--- src/rtl/trig_busy_ctrl.sv ---
module trig_busy_ctrl #(
  parameter int TICK_DIV = 64,
  parameter int PER_W    = 28,
  parameter int EXT_W    = 16,
  parameter int NGRP     = 8,
  parameter int CNT_W    = 32,
  parameter int BT_W     = 8
) (
  input  logic             clk,
  input  logic             rst_n,
  input  logic             run,
  input  logic             clr_counts,
  input  logic             int_trig_en,
  input  logic             calib_mode,
  input  logic [PER_W-1:0] int_period,
  input  logic [EXT_W-1:0] busy_ext,
  input  logic             ext_trig,
  input  logic [NGRP-1:0]  and_busy,
  input  logic [NGRP-1:0]  or_busy,
  input  logic             event_done,
  output logic             trig_out,
  output logic             trig_calib,
  output logic             busy,
  output logic [CNT_W-1:0] ext_count,
  output logic [CNT_W-1:0] int_count,
  output logic [BT_W-1:0]  busy_trig_count
);
  localparam int DIV_W = (TICK_DIV > 1) ? $clog2(TICK_DIV) : 1;
  localparam logic [DIV_W-1:0] DIV_LAST = DIV_W'(TICK_DIV - 1);
  localparam logic [BT_W-1:0]  BT_MAX = '1;

  logic [DIV_W-1:0] div_q;
  logic [PER_W-1:0] per_q;
  logic [EXT_W-1:0] ext_left;
  logic             ext_q, evt_q;

  wire tick      = (div_q == DIV_LAST);
  wire int_on    = int_trig_en && run;
  wire [PER_W-1:0] per_last = (int_period == '0) ? '0 : int_period - 1'b1;
  wire int_req   = int_on && tick && (per_q >= per_last);
  wire ext_req   = ext_trig && !ext_q;
  wire any_req   = ext_req || int_req;
  wire grp_busy  = (&and_busy) || (|or_busy);
  assign busy    = grp_busy || evt_q || (ext_left != '0);
  wire accept    = run && !busy && any_req;

  always_ff @(posedge clk or negedge rst_n)
    if (!rst_n) div_q <= '0;
    else        div_q <= tick ? '0 : div_q + 1'b1;

  always_ff @(posedge clk or negedge rst_n)
    if (!rst_n)       per_q <= '0;
    else if (!int_on) per_q <= '0;
    else if (tick)    per_q <= (per_q >= per_last) ? '0 : per_q + 1'b1;

  always_ff @(posedge clk or negedge rst_n)
    if (!rst_n) ext_q <= 1'b0;
    else        ext_q <= ext_trig;

  always_ff @(posedge clk or negedge rst_n)
    if (!rst_n) begin
      evt_q    <= 1'b0;
      ext_left <= '0;
    end else begin
      if (accept)          evt_q <= 1'b1;
      else if (event_done) evt_q <= 1'b0;
      if (evt_q && event_done && !accept) ext_left <= busy_ext;
      else if (tick && ext_left != '0)    ext_left <= ext_left - 1'b1;
    end

  always_ff @(posedge clk or negedge rst_n)
    if (!rst_n) begin
      trig_out   <= 1'b0;
      trig_calib <= 1'b0;
    end else begin
      trig_out   <= accept;
      trig_calib <= accept && calib_mode;
    end

  always_ff @(posedge clk or negedge rst_n)
    if (!rst_n) begin
      ext_count       <= '0;
      int_count       <= '0;
      busy_trig_count <= '0;
    end else if (clr_counts) begin
      ext_count       <= '0;
      int_count       <= '0;
      busy_trig_count <= '0;
    end else begin
      if (run && ext_req) ext_count <= ext_count + 1'b1;
      if (int_req)        int_count <= int_count + 1'b1;
      if (run && busy && any_req && busy_trig_count != BT_MAX)
        busy_trig_count <= busy_trig_count + 1'b1;
    end

  assert_accept_idle_R4: assert property (@(posedge clk) disable iff (!rst_n)
    trig_out |-> $past(run && !busy));
  assert_single_pulse_R4: assert property (@(posedge clk) disable iff (!rst_n)
    trig_out |=> !trig_out);
  assert_event_busy_R7: assert property (@(posedge clk) disable iff (!rst_n)
    trig_out |-> busy);
  assert_calib_tag_R5: assert property (@(posedge clk) disable iff (!rst_n)
    trig_calib |-> trig_out);
  assert_saturate_R9: assert property (@(posedge clk) disable iff (!rst_n)
    (busy_trig_count == BT_MAX && !clr_counts) |=> busy_trig_count == BT_MAX);
  assert_clear_R10: assert property (@(posedge clk) disable iff (!rst_n)
    clr_counts |=> (ext_count == '0 && int_count == '0 && busy_trig_count == '0));
  assert_stop_R11: assert property (@(posedge clk) disable iff (!rst_n)
    !run |=> !trig_out);
endmodule

--- config.mk ---
export PLATFORM = sky130hd
export DESIGN_NAME = trig_busy_ctrl
export DESIGN_NICKNAME = d
export VERILOG_FILES = /design/src/rtl/trig_busy_ctrl.sv
export SDC_FILE = /design/constraint.sdc
export NUM_CORES = 1
export LEC_CHECK = 0
export ABC_AREA = 0
export BUFFER_PORTS_ARGS = -buffer_cell sky130_fd_sc_hd__buf_2
export CORE_UTILIZATION = 57
export CTS_CLUSTER_DIAMETER = 40
export DETAILED_ROUTE_END_ITERATION = 12
export PLACE_DENSITY_LB_ADDON = 0.12
export SYNTH_ARGS = -nofsm -noshare
export SYNTH_HDL_FRONTEND = slang
export SYNTH_SLANG_ARGS = --single-unit
--- constraint.sdc ---
create_clock -name clk -period 3.9 [get_ports clk]
set_clock_uncertainty 0.1 [all_clocks]
set_input_delay 0.39 -clock clk [delete_from_list [all_inputs] [get_ports clk]]
set_output_delay 0.39 -clock clk [all_outputs]
set_load 0.005 [all_outputs]
==> reports/results.tsv, run 1 <==
metric	value	unit
Crit Reg-Reg Endpoint	int_count[27]$_DFFE_PN0P_	
worst-margin pin slew	1097	ps
Die Width	119.9	um
fin crit share	103.5	%
cell area power density	280.9	nW/um^2
r2r startpoint	div_q[0]$_DFF_PN0_	
ys flop type	dfrtp_1	
Final Max Slew Viols	0	
area fraction of the dominant cell type after synthesis	39.79	%
Synthesized Nets	1000	
Pleak	4.729	nW
Clk pin slew, worst setup/hold paths	60	ps
Worst setup SP type	input port	
CTS sink cnt	126	
Slew Limit Headroom	26.69	%
largest net degree at the start of global routing	87	
CTS buffer count	17	
area leader, netlist	dfrtp_1	
CP peak stage delay	540	ps
cell area after layout	10560	um^2
final design utilization	78.78	%
syn_area_per_cell	8.844	um^2
synth unique cells	66	
row count	42	
Die ar.	14380	um^2
max cap viols	0	
worst path cell trace	buf_6 > or4_4 > nor4_4 > nor3b_4 > buf_4 > and3_4 > o2111ai_2 > a22oi_2 > ha_1 > nand4_1 > buf_4 > nor3_1 > a221o_1 > a211o_4 > o21ai_4 > buf_12 > a211oi_2 > mux2_4	
worst setup path startpoint	int_period[11]	
initial antenna violation count	1	
Final nets	1219	
Seq/Total Area, Yosys	39.79	%
drt pass-1 iters	5	
post-route ant nets	0	
initial core utilization	59.13	%
endpoints failing setup	43	
Hold Path Class	input port to register	
CTS max path bufs	2	
core area	13400	um^2
WP data required	4100	ps
hpwl dp	13540	um
total negative slack	-2464	ps
port bufs	142	
Syn-to-layout area delta	33.22	%
Cell Area, Synth	7924	um^2
DR vias/cell	5.946	
Critical Path AT	4240	ps
failing checks	negative setup slack	
# IOs	143	
number of enable flip-flop cells after synthesis	0	
Final Power	2.966	mW
post-route insts no fill	1305	
most frequent cells in the layout	buf_2, dfrtp_1, nand2_1	
r2r setup slk	490	ps
crit path kind	input port to register	
synthesized flop and latch total	126	
Root Buffer	clkbuf_16	
most common cell after layout, fill and taps aside	buf_2	
1st-iter DRT viols	515	
placed cell area	9410	um^2
final hold viol count	0	
vias in the first global route	6924	
maximum fanout along the worst path	12	
fmax	247.7	MHz
H-tree lvl count	4	
nature of the critical path endpoint	register	
Die Height	119.9	um
largest cells by area after synthesis	dfrtp_1, ha_1, nand2_1	
worst path bufs/invs	4	
average wire per cell in the routed design	16.01	um
first-pass GRT wire length	32500	um
gr usage total	28.10	%
Crit path max-delay family	simple AND/OR/NAND/NOR gates	
Synth Warn #	0	
RSZ-0062 raised after global routing	yes	
total grt overflow	0	
Final Worst Setup Slack	-136.5	ps
cell mode on critical path	buf_4	
total wire length	20900	um
Min-Delay Endpoint	ext_q$_DFF_PN0_	
Slowest cell on crit path	or4_4	
detailed-route via count	7760	
CTS tree	built	
shortest period the worst path allows	4036	ps
clk_lat worst skew	420	ps
GPL Wtd Cong	0.8006	
Worst Hold Depth	1	
drt drc	0	
ys async rst share	100.0	%
dpl cells	1252	
Worst VDD drop	0.3392	mV
status	finished, violations left	
hold path start	ext_trig	
post-synthesis instance total	896	
share of post-route cells with drive strength above 1	31.74	%
Reg2Reg Depth	9	
## synthesized netlist by cell type (6+ instances only)
| cell | n |
|---|---|
| mux2_2 | 9 |
| and4_1 | 9 |
| nor4_1 | 25 |
| inv_1 | 19 |
| dfrtp_1 | 126 |
| and2_1 | 6 |
| buf_2 | 13 |
| a21o_1 | 6 |
| nand4_1 | 27 |
| nand2_1 | 108 |
| xnor2_1 | 34 |
| nand3_1 | 46 |
| and3_1 | 22 |
| nor2_1 | 66 |
| a21oi_1 | 50 |
| a31oi_1 | 10 |
| clkbuf_1 | 16 |
| o31ai_1 | 13 |
| or2_2 | 6 |
| ha_1 | 36 |
| nor2b_1 | 18 |
| or4_1 | 18 |
| xor2_1 | 35 |
| or3_1 | 20 |
| nor3_1 | 21 |
| o21ai_0 | 62 |
| a41oi_1 | 6 |
## cell type report
cell class              instances  area (um^2)
multi-input cells             716         5010
flip-flops and latches        126         3153
fillers                       936         2844
repair buffers                235         1563
clock buffers                  18        429.2
well taps                     176        220.2
clock inverters                14        107.6
inverters                      19        71.32
diodes                          1        2.502
## kinds of logic (layout without fill, tap and decap cells)
kind of cell	after synthesis	count (layout)	synth area share (%)
AND/OR/NAND/NOR	417	417	27.90
AO/OA/AOI/OAI	179	179	13.99
flip-flops	126	126	39.79
XOR/XNOR	69	69	7.627
buffers and inverters	54	286	2.905
adder cells (fa/ha/maj)	36	36	5.684
multiplexers	15	15	2.100
other	0	1	0
## sequential cells by signal, indices dropped and copies added, names as in the netlist
name and flops:
trig_out 1, trig_calib 1, div_q 6, ext_left 16
busy_trig_count 8, per_q 28, evt_q 1, int_count 32
ext_q 1, ext_count 32
## how the worst max path moves through the flow
stage / endpoint / slack [ps] / depth (start not counted)
after floorplan: int_count[31]$_DFFE_PN0P_ / -210 / 16
after global placement: int_count[20]$_DFFE_PN0P_ / -600 / 17
after detailed placement: int_count[11]$_DFFE_PN0P_ / -680 / 17
after CTS: int_count[18]$_DFFE_PN0P_ / -40 / 17
after global routing: int_count[28]$_DFFE_PN0P_ / -350 / 17
final: busy_trig_count[5]$_DFFE_PN0P_ / -140 / 18
## per-layer routing
metal	global-route usage [%]	vias to the layer above	share of wire, %
met5	0	-	0
met3	5.181	37	4.1
li1	-	3726	-
met1	36.51	3778	43
met2	46.98	219	50
met4	9.688	0	2.2
## power by group
group          leakage (nW)  internal (mW)  total, mW  switching, mW
Sequential             1.66           1.31       1.31        0.00264
Clock                 0.258          0.820       1.45          0.631
Combinational          2.81         0.0896      0.203          0.113
## metrics by stage
step                hold WS [ps]  setup slack [ps]
global route               20.63            -354.8
detailed placement         375.4            -683.3
global placement           367.7            -595.9
CTS                        19.85            -38.60
finish                     28.31            -136.5
floorplan                 -5.591            -213.2
## repair_timing
| item | in CTS | in global routing |
|---|---|---|
| resized for setup | 27 | 77 |
| buffers inserted | 3 | 12 |
| endpoints found under the hold margin | 50 | 0 |
| hold buffers | 1 | 0 |
| gates cloned | 1 | 4 |
| pin swaps | 14 | 15 |
| endpoints found under the setup margin | 53 | 68 |
No activity file was read; power rests on OpenSTA's default activity.
==> run 2, diff against run 1 <==
--- a/constraint.sdc
+++ b/constraint.sdc
@@ -4,2 +4,2 @@
 set_output_delay 0.39 -clock clk [all_outputs]
-set_load 0.005 [all_outputs]
+set_load 0.01 [all_outputs]
==> reports/results.tsv, run 2 (synthesized netlist as in run 1, its figures left out) <==
metric	value	unit	change
status	finished, violations left		unchanged
failing checks	negative setup slack		unchanged
Reg2Reg Depth	9		unchanged
CTS buffer count	17		unchanged
core area	13400	um^2	unchanged
first-pass GRT wire length	33060	um	was 32500 um
Slew Limit Headroom	22.08	%	was 26.69%
average wire per cell in the routed design	16.20	um	was 16.01 um
Slowest cell on crit path	or4_4		unchanged
fin crit share	104.8	%	was 103.5%
GPL Wtd Cong	0.7870		was 0.8006
Final Power	3.259	mW	was 2.966 mW
Hold WS	31.97	ps	was 28.31 ps
vias in the first global route	7142		was 6924
Final Max Slew Viols	0		unchanged
fmax	244.6	MHz	was 247.7 MHz
endpoints failing setup	64		was 43
drt pass-1 iters	5		unchanged
crit path kind	input port to register		unchanged
drt drc	0		unchanged
1st-iter DRT viols	616		was 515
Die ar.	14380	um^2	unchanged
worst path cell trace	buf_6 > or4_4 > nor4_4 > nor3b_4 > and3_4 > nand2_8 > buf_6 > nand2_1 > ha_1 > and2_0 > a221o_1 > and3_1 > a211o_4 > buf_4 > nor3_4 > buf_6 > buf_8 > nand2_1 > a31oi_1		was buf_6 > or4_4 > nor4_4 > nor3b_4 > buf_4 > and3_4 > o2111ai_2 > a22oi_2 > ha_1 > nand4_1 > buf_4 > nor3_1 > a221o_1 > a211o_4 > o21ai_4 > buf_12 > a211oi_2 > mux2_4
fillers	895		was 936
CTS max path bufs	2		unchanged
maximum fanout along the worst path	10		was 12
row count	42		unchanged
total wire length	21120	um	was 20900 um
Root Buffer	clkbuf_16		unchanged
initial antenna violation count	0		was 1
Final nets	1219		unchanged
most common cell after layout, fill and taps aside	buf_2		unchanged
Final Worst Setup Slack	-187.6	ps	was -136.5 ps
Critical Path AT	4320	ps	was 4240 ps
total grt overflow	0		unchanged
H-tree lvl count	4		unchanged
WP data required	4130	ps	was 4100 ps
Crit path depth	19		was 18
cell area after layout	10590	um^2	was 10560 um^2
initial core utilization	59.13	%	unchanged
CP peak stage delay	540	ps	about the same
max cap viols	0		unchanged
register area	3153	um^2	unchanged
gr usage total	28.34	%	was 28.10%
worst path bufs/invs	5		was 4
share of post-route cells with drive strength above 1	30.14	%	was 31.74%
Hold Path Class	input port to register		unchanged
port bufs	142		unchanged
placed cell area	9413	um^2	was 9410 um^2
worst-margin pin slew	1165	ps	was 1097 ps
Die Width	119.9	um	unchanged
Clk pin slew, worst setup/hold paths	60	ps	about the same
total negative slack	-5767	ps	was -2464 ps
Syn-to-layout area delta	33.66	%	was 33.22%
largest net degree at the start of global routing	70		was 87
Multi-input gate area	4916	um^2	was 5010 um^2
shortest period the worst path allows	4088	ps	was 4036 ps
ANT cells	0		was 1
CTS tree	built		unchanged
Pleak	4.774	nW	was 4.729 nW
Crit path max-delay family	simple AND/OR/NAND/NOR gates		unchanged
most frequent cells in the layout	buf_2, dfrtp_1, nand2_1		unchanged
post-route ant nets	0		unchanged
cell area power density	307.7	nW/um^2	was 280.9 nW/um^2
CTS sink cnt	126		unchanged
RSZ-0062 raised after global routing	yes		unchanged
Top Registers	ext_count x32, int_count x32, per_q x28		unchanged
Die Height	119.9	um	unchanged
# IOs	143		unchanged
Worst setup SP type	input port		unchanged
Worst VDD drop	0.3077	mV	was 0.3392 mV
clk_lat worst skew	420	ps	about the same
hpwl dp	13530	um	was 13540 um
Worst Hold Depth	1		unchanged
cell mode on critical path	buf_6		was buf_4
detailed-route via count	7745		was 7760
final hold viol count	0		unchanged
DR vias/cell	5.939		was 5.946
nature of the critical path endpoint	register		unchanged
run 2: cell types whose count changed in the layout (fill, tap and decap cells not counted), sizes merged:
cell,change
clkdlybuf4s15,+1
diode,-1
bufinv,+4
buf,-1
clkbuf,+5
inv,-6
clkinvlp,-2
clkinv,-1
run 2: timing repair:
item	4_1_cts	5_1_grt
setup endpoints to repair	59	70
gates resized for setup	9	61
gates cloned	0	7
pin swaps	5	16
hold buffers	1	0
endpoints found under the hold margin	57	0
buffers inserted	3	13
run 2: worst reg2reg max path, delay by kind of cell, from the launching register on:
kind                   cells  cell delay (ps)
AO/OA/AOI/OAI              1               70
buffers and inverters      2              320
flip-flops                 1              420
AND/OR/NAND/NOR            6             2210
run 2: final cells by class:
type	count	share of cell area, %
clock buffer	23	4.702
clock inverter	9	1.465
inverter	19	0.6734
multi-input combinational	716	46.41
sequential	126	29.77
tap	176	2.079
timing repair buffer	235	14.90
run 2: per-layer routing:
layer	share of wire, %	vias up	track usage, %
li1	-	3728	-
met1	43	3749	36.23
met5	0	-	0
met2	51	231	48.56
met4	1.6	0	9.141
met3	4.2	37	4.848
run 2: report_power, final:
group	switching (mW)	total, mW	internal [mW]
sequential	0.00263	1.31	1.31
combinational	0.115	0.205	0.0897
clock	0.587	1.74	1.15
total	0.704	3.26	2.55
run 2: worst paths after layout:
path	endpoint	slack, ps	from
setup reg to reg	int_count[29]$_DFFE_PN0P_	730	int_count[5]$_DFFE_PN0P_
max in group asynchronous	per_q[0]$_DFFE_PN0P_	2390	rst_n
min in group asynchronous	int_count[29]$_DFFE_PN0P_	480	rst_n
hold / removal	ext_q$_DFF_PN0_	30	ext_trig
setup / recovery	per_q[15]$_DFFE_PN0P_	-190	int_period[11]
hold reg to reg	div_q[5]$_DFF_PN0_	390	div_q[5]$_DFF_PN0_
run 2: stage by stage:
stage | instances | util [%] | worst slack (ps)
floorplan | 896 | - | -213.2
global placement | 1249 | 70.24 | -578.6
detailed placement | 1249 | 70.24 | -686.1
CTS | 1285 | 75.72 | -21.89
global route | 1304 | 79.04 | -337.7
finish | 1304 | 79.04 | -187.6
==> run 3, diff against run 2 <==
- SKIP_CTS_REPAIR_TIMING: default -> 1
==> reports/results.tsv, run 3 (synthesized netlist as in run 1, its figures left out) <==
metric	value	unit	change
status	finished, violations left		unchanged
failing checks	negative hold slack, negative setup slack		was negative setup slack
core area	13400	um^2	unchanged
Most Crowded Layer GR	met2		unchanged
shortest period the worst path allows	4049	ps	was 4088 ps
drt drc	0		unchanged
GPL Wtd Cong	0.7870		unchanged
Die Width	119.9	um	unchanged
max cap viols	0		unchanged
dpl cells	1249		unchanged
Pleak	4.857	nW	was 4.774 nW
clk_lat worst skew	420	ps	about the same
DR vias/cell	6.111		was 5.939
combinational share of power	6.3	%	about the same
Syn-to-layout area delta	35.78	%	was 33.66%
nature of the critical path endpoint	register		unchanged
WP data required	4140	ps	was 4130 ps
Top Registers	ext_count x32, int_count x32, per_q x28		unchanged
most frequent cells in the layout	buf_2, dfrtp_1, nand2_1		unchanged
Root Buffer	clkbuf_16		unchanged
Die Height	119.9	um	unchanged
most common cell after layout, fill and taps aside	buf_2		unchanged
met2 Usage GRT	47.92	%	was 48.56%
Final Worst Setup Slack	-148.6	ps	was -187.6 ps
CTS buffer count	17		unchanged
placed cell area	9413	um^2	unchanged
port bufs	142		unchanged
fmax	247.0	MHz	was 244.6 MHz
Hold Path Class	input port to asynchronous set/reset pin		was input port to register
drt pass-1 iters	8		was 5
cell area after layout	10760	um^2	was 10590 um^2
endpoints failing setup	61		was 64
Worst VDD drop	0.3000	mV	was 0.3077 mV
worst-margin pin slew	1314	ps	was 1165 ps
clock power share	53.5	%	was 53.4%
share of post-route cells with drive strength above 1	32.53	%	was 30.14%
internal power	2.554	mW	was 2.555 mW
CP peak stage delay	540	ps	about the same
largest net degree at the start of global routing	70		unchanged
fin crit share	103.8	%	was 104.8%
initial antenna violation count	1		was 0
CTS sink cnt	126		unchanged
Critical Path AT	4290	ps	was 4320 ps
first-pass GRT wire length	32800	um	was 33060 um
Slowest cell on crit path	or4_4		unchanged
crit path kind	input port to register		unchanged
CTS max path bufs	2		unchanged
initial core utilization	59.13	%	unchanged
Worst setup SP type	input port		unchanged
P_sw	0.7120	mW	was 0.7044 mW
average wire per cell in the routed design	17.08	um	was 16.20 um
post-route ant nets	0		unchanged
total negative slack	-4903	ps	was -5767 ps
row count	42		unchanged
post-route insts no fill	1302		was 1304
maximum fanout along the worst path	8		was 10
Sw Share	21.80	%	was 21.61%
total wire length	22240	um	was 21120 um
Final nets	1216		was 1219
worst path cell trace	buf_6 > or4_4 > nor4_4 > nor3b_4 > and2_4 > nor3b_2 > xor2_1 > nand2_1 > ha_4 > nand4_1 > nor4_4 > and3_1 > a211o_4 > o21ai_4 > buf_12 > or4_4 > a21oi_2		was buf_6 > or4_4 > nor4_4 > nor3b_4 > and3_4 > nand2_8 > buf_6 > nand2_1 > ha_1 > and2_0 > a221o_1 > and3_1 > a211o_4 > buf_4 > nor3_4 > buf_6 > buf_8 > nand2_1 > a31oi_1
CTS tree	built		unchanged
Flop pwr share	40.2	%	was 40.3%
r2r setup slk	700	ps	was 730 ps
vias in the first global route	7117		was 7142
Hold WS	-73.51	ps	was 31.97 ps
# IOs	143		unchanged
met3 usage	4.848	%	unchanged
cell area power density	303.6	nW/um^2	was 307.7 nW/um^2
final hold viol count	57		was 0
hpwl dp	13530	um	unchanged
1st-iter DRT viols	739		was 616
met1 Use GR	36.08	%	was 36.23%
H-tree lvl count	4		unchanged
fillers	866		was 895
Clk pin slew, worst setup/hold paths	60	ps	about the same
Final Max Slew Viols	0		unchanged
Placement Setup Slack	-686.1	ps	unchanged
RSZ-0062 raised after global routing	yes		unchanged
Slew Limit Headroom	12.05	%	was 22.08%
gr usage total	28.10	%	was 28.34%
detailed-route via count	7957		was 7745
total grt overflow	0		unchanged
Die ar.	14380	um^2	unchanged
==> run 3: cell types whose count changed in the layout (fill, tap and decap cells not counted), moves of 4 or more <==
cell     previous run  this run
or4_1              15        11
o21ai_0            49        43
nand2_1           106        98
a21oi_1            45        39
or4_4               4         8
a21oi_2             4         9
nand2_2             0         6
==> run 3: layout make-up <==
class                           count  area [um^2]  share of cell area (%)
Antenna cell                        1        2.502                 0.02326
Clock buffer                       23        498.0                   4.628
Multi-Input combinational cell    716         5049                   46.92
Clock inverter                      9        155.1                   1.442
Timing Repair Buffer              232         1610                   14.97
Inverter                           19        71.32                  0.6629
Tap cell                          176        220.2                   2.047
Sequential cell                   126         3153                   29.31
==> run 3: routing by layer <==
| metal | wire length [um] | part of all wire [%] | up-vias |
|---|---|---|---|
| li1 | - | - | 3723 |
| met1 | 9079 | 41 | 3846 |
| met2 | 11260 | 51 | 319 |
| met3 | 1320 | 5.9 | 69 |
| met4 | 574 | 2.6 | 0 |
| met5 | 0 | 0 | - |
==> run 3: path summary, 6_finish.rpt <==
path,from,to,cells past startpoint
max,int_period[11],int_count[26]$_DFFE_PN0P_,17
max reg2reg,div_q[0]$_DFF_PN0_,int_count[31]$_DFFE_PN0P_,9
min in group clk,ext_trig,ext_q$_DFF_PN0_,1
min,rst_n,int_count[29]$_DFFE_PN0P_,1
min reg2reg,per_q[20]$_DFFE_PN0P_,per_q[20]$_DFFE_PN0P_,1
max in group asynchronous,rst_n,per_q[9]$_DFFE_PN0P_,2
==> run 3: power by group through the flow <==
stage | Sequential (mW) | Combinational, mW | Clock, mW
2_1_floorplan | 1.34 | 0.0679 | 0
3_3_place_gp | 1.34 | 0.192 | 0
3_5_place_dp | 1.34 | 0.195 | 0
4_1_cts | 1.31 | 0.197 | 1.75
5_1_grt | 1.31 | 0.228 | 1.80
6_report | 1.31 | 0.205 | 1.75
==> run 3: critical path, delay by kind of cell <==
family,cells,cell delay [ps]
AO/OA/AOI/OAI,3,450
XOR/XNOR,1,160
adder cells (fa/ha/maj),1,280
buffers and inverters,2,260
AND/OR/NAND/NOR,10,2730
==> run 3: through the flow <==
| step | power [mW] | utilization [%] |
|---|---|---|
| 6_report | 3.266 | 80.29 |
| 5_1_grt | 3.345 | 80.29 |
| 4_1_cts | 3.258 | 75.12 |
| 3_5_place_dp | 1.531 | 70.24 |
| 3_3_place_gp | 1.528 | 70.24 |
| 2_1_floorplan | 1.404 | - |
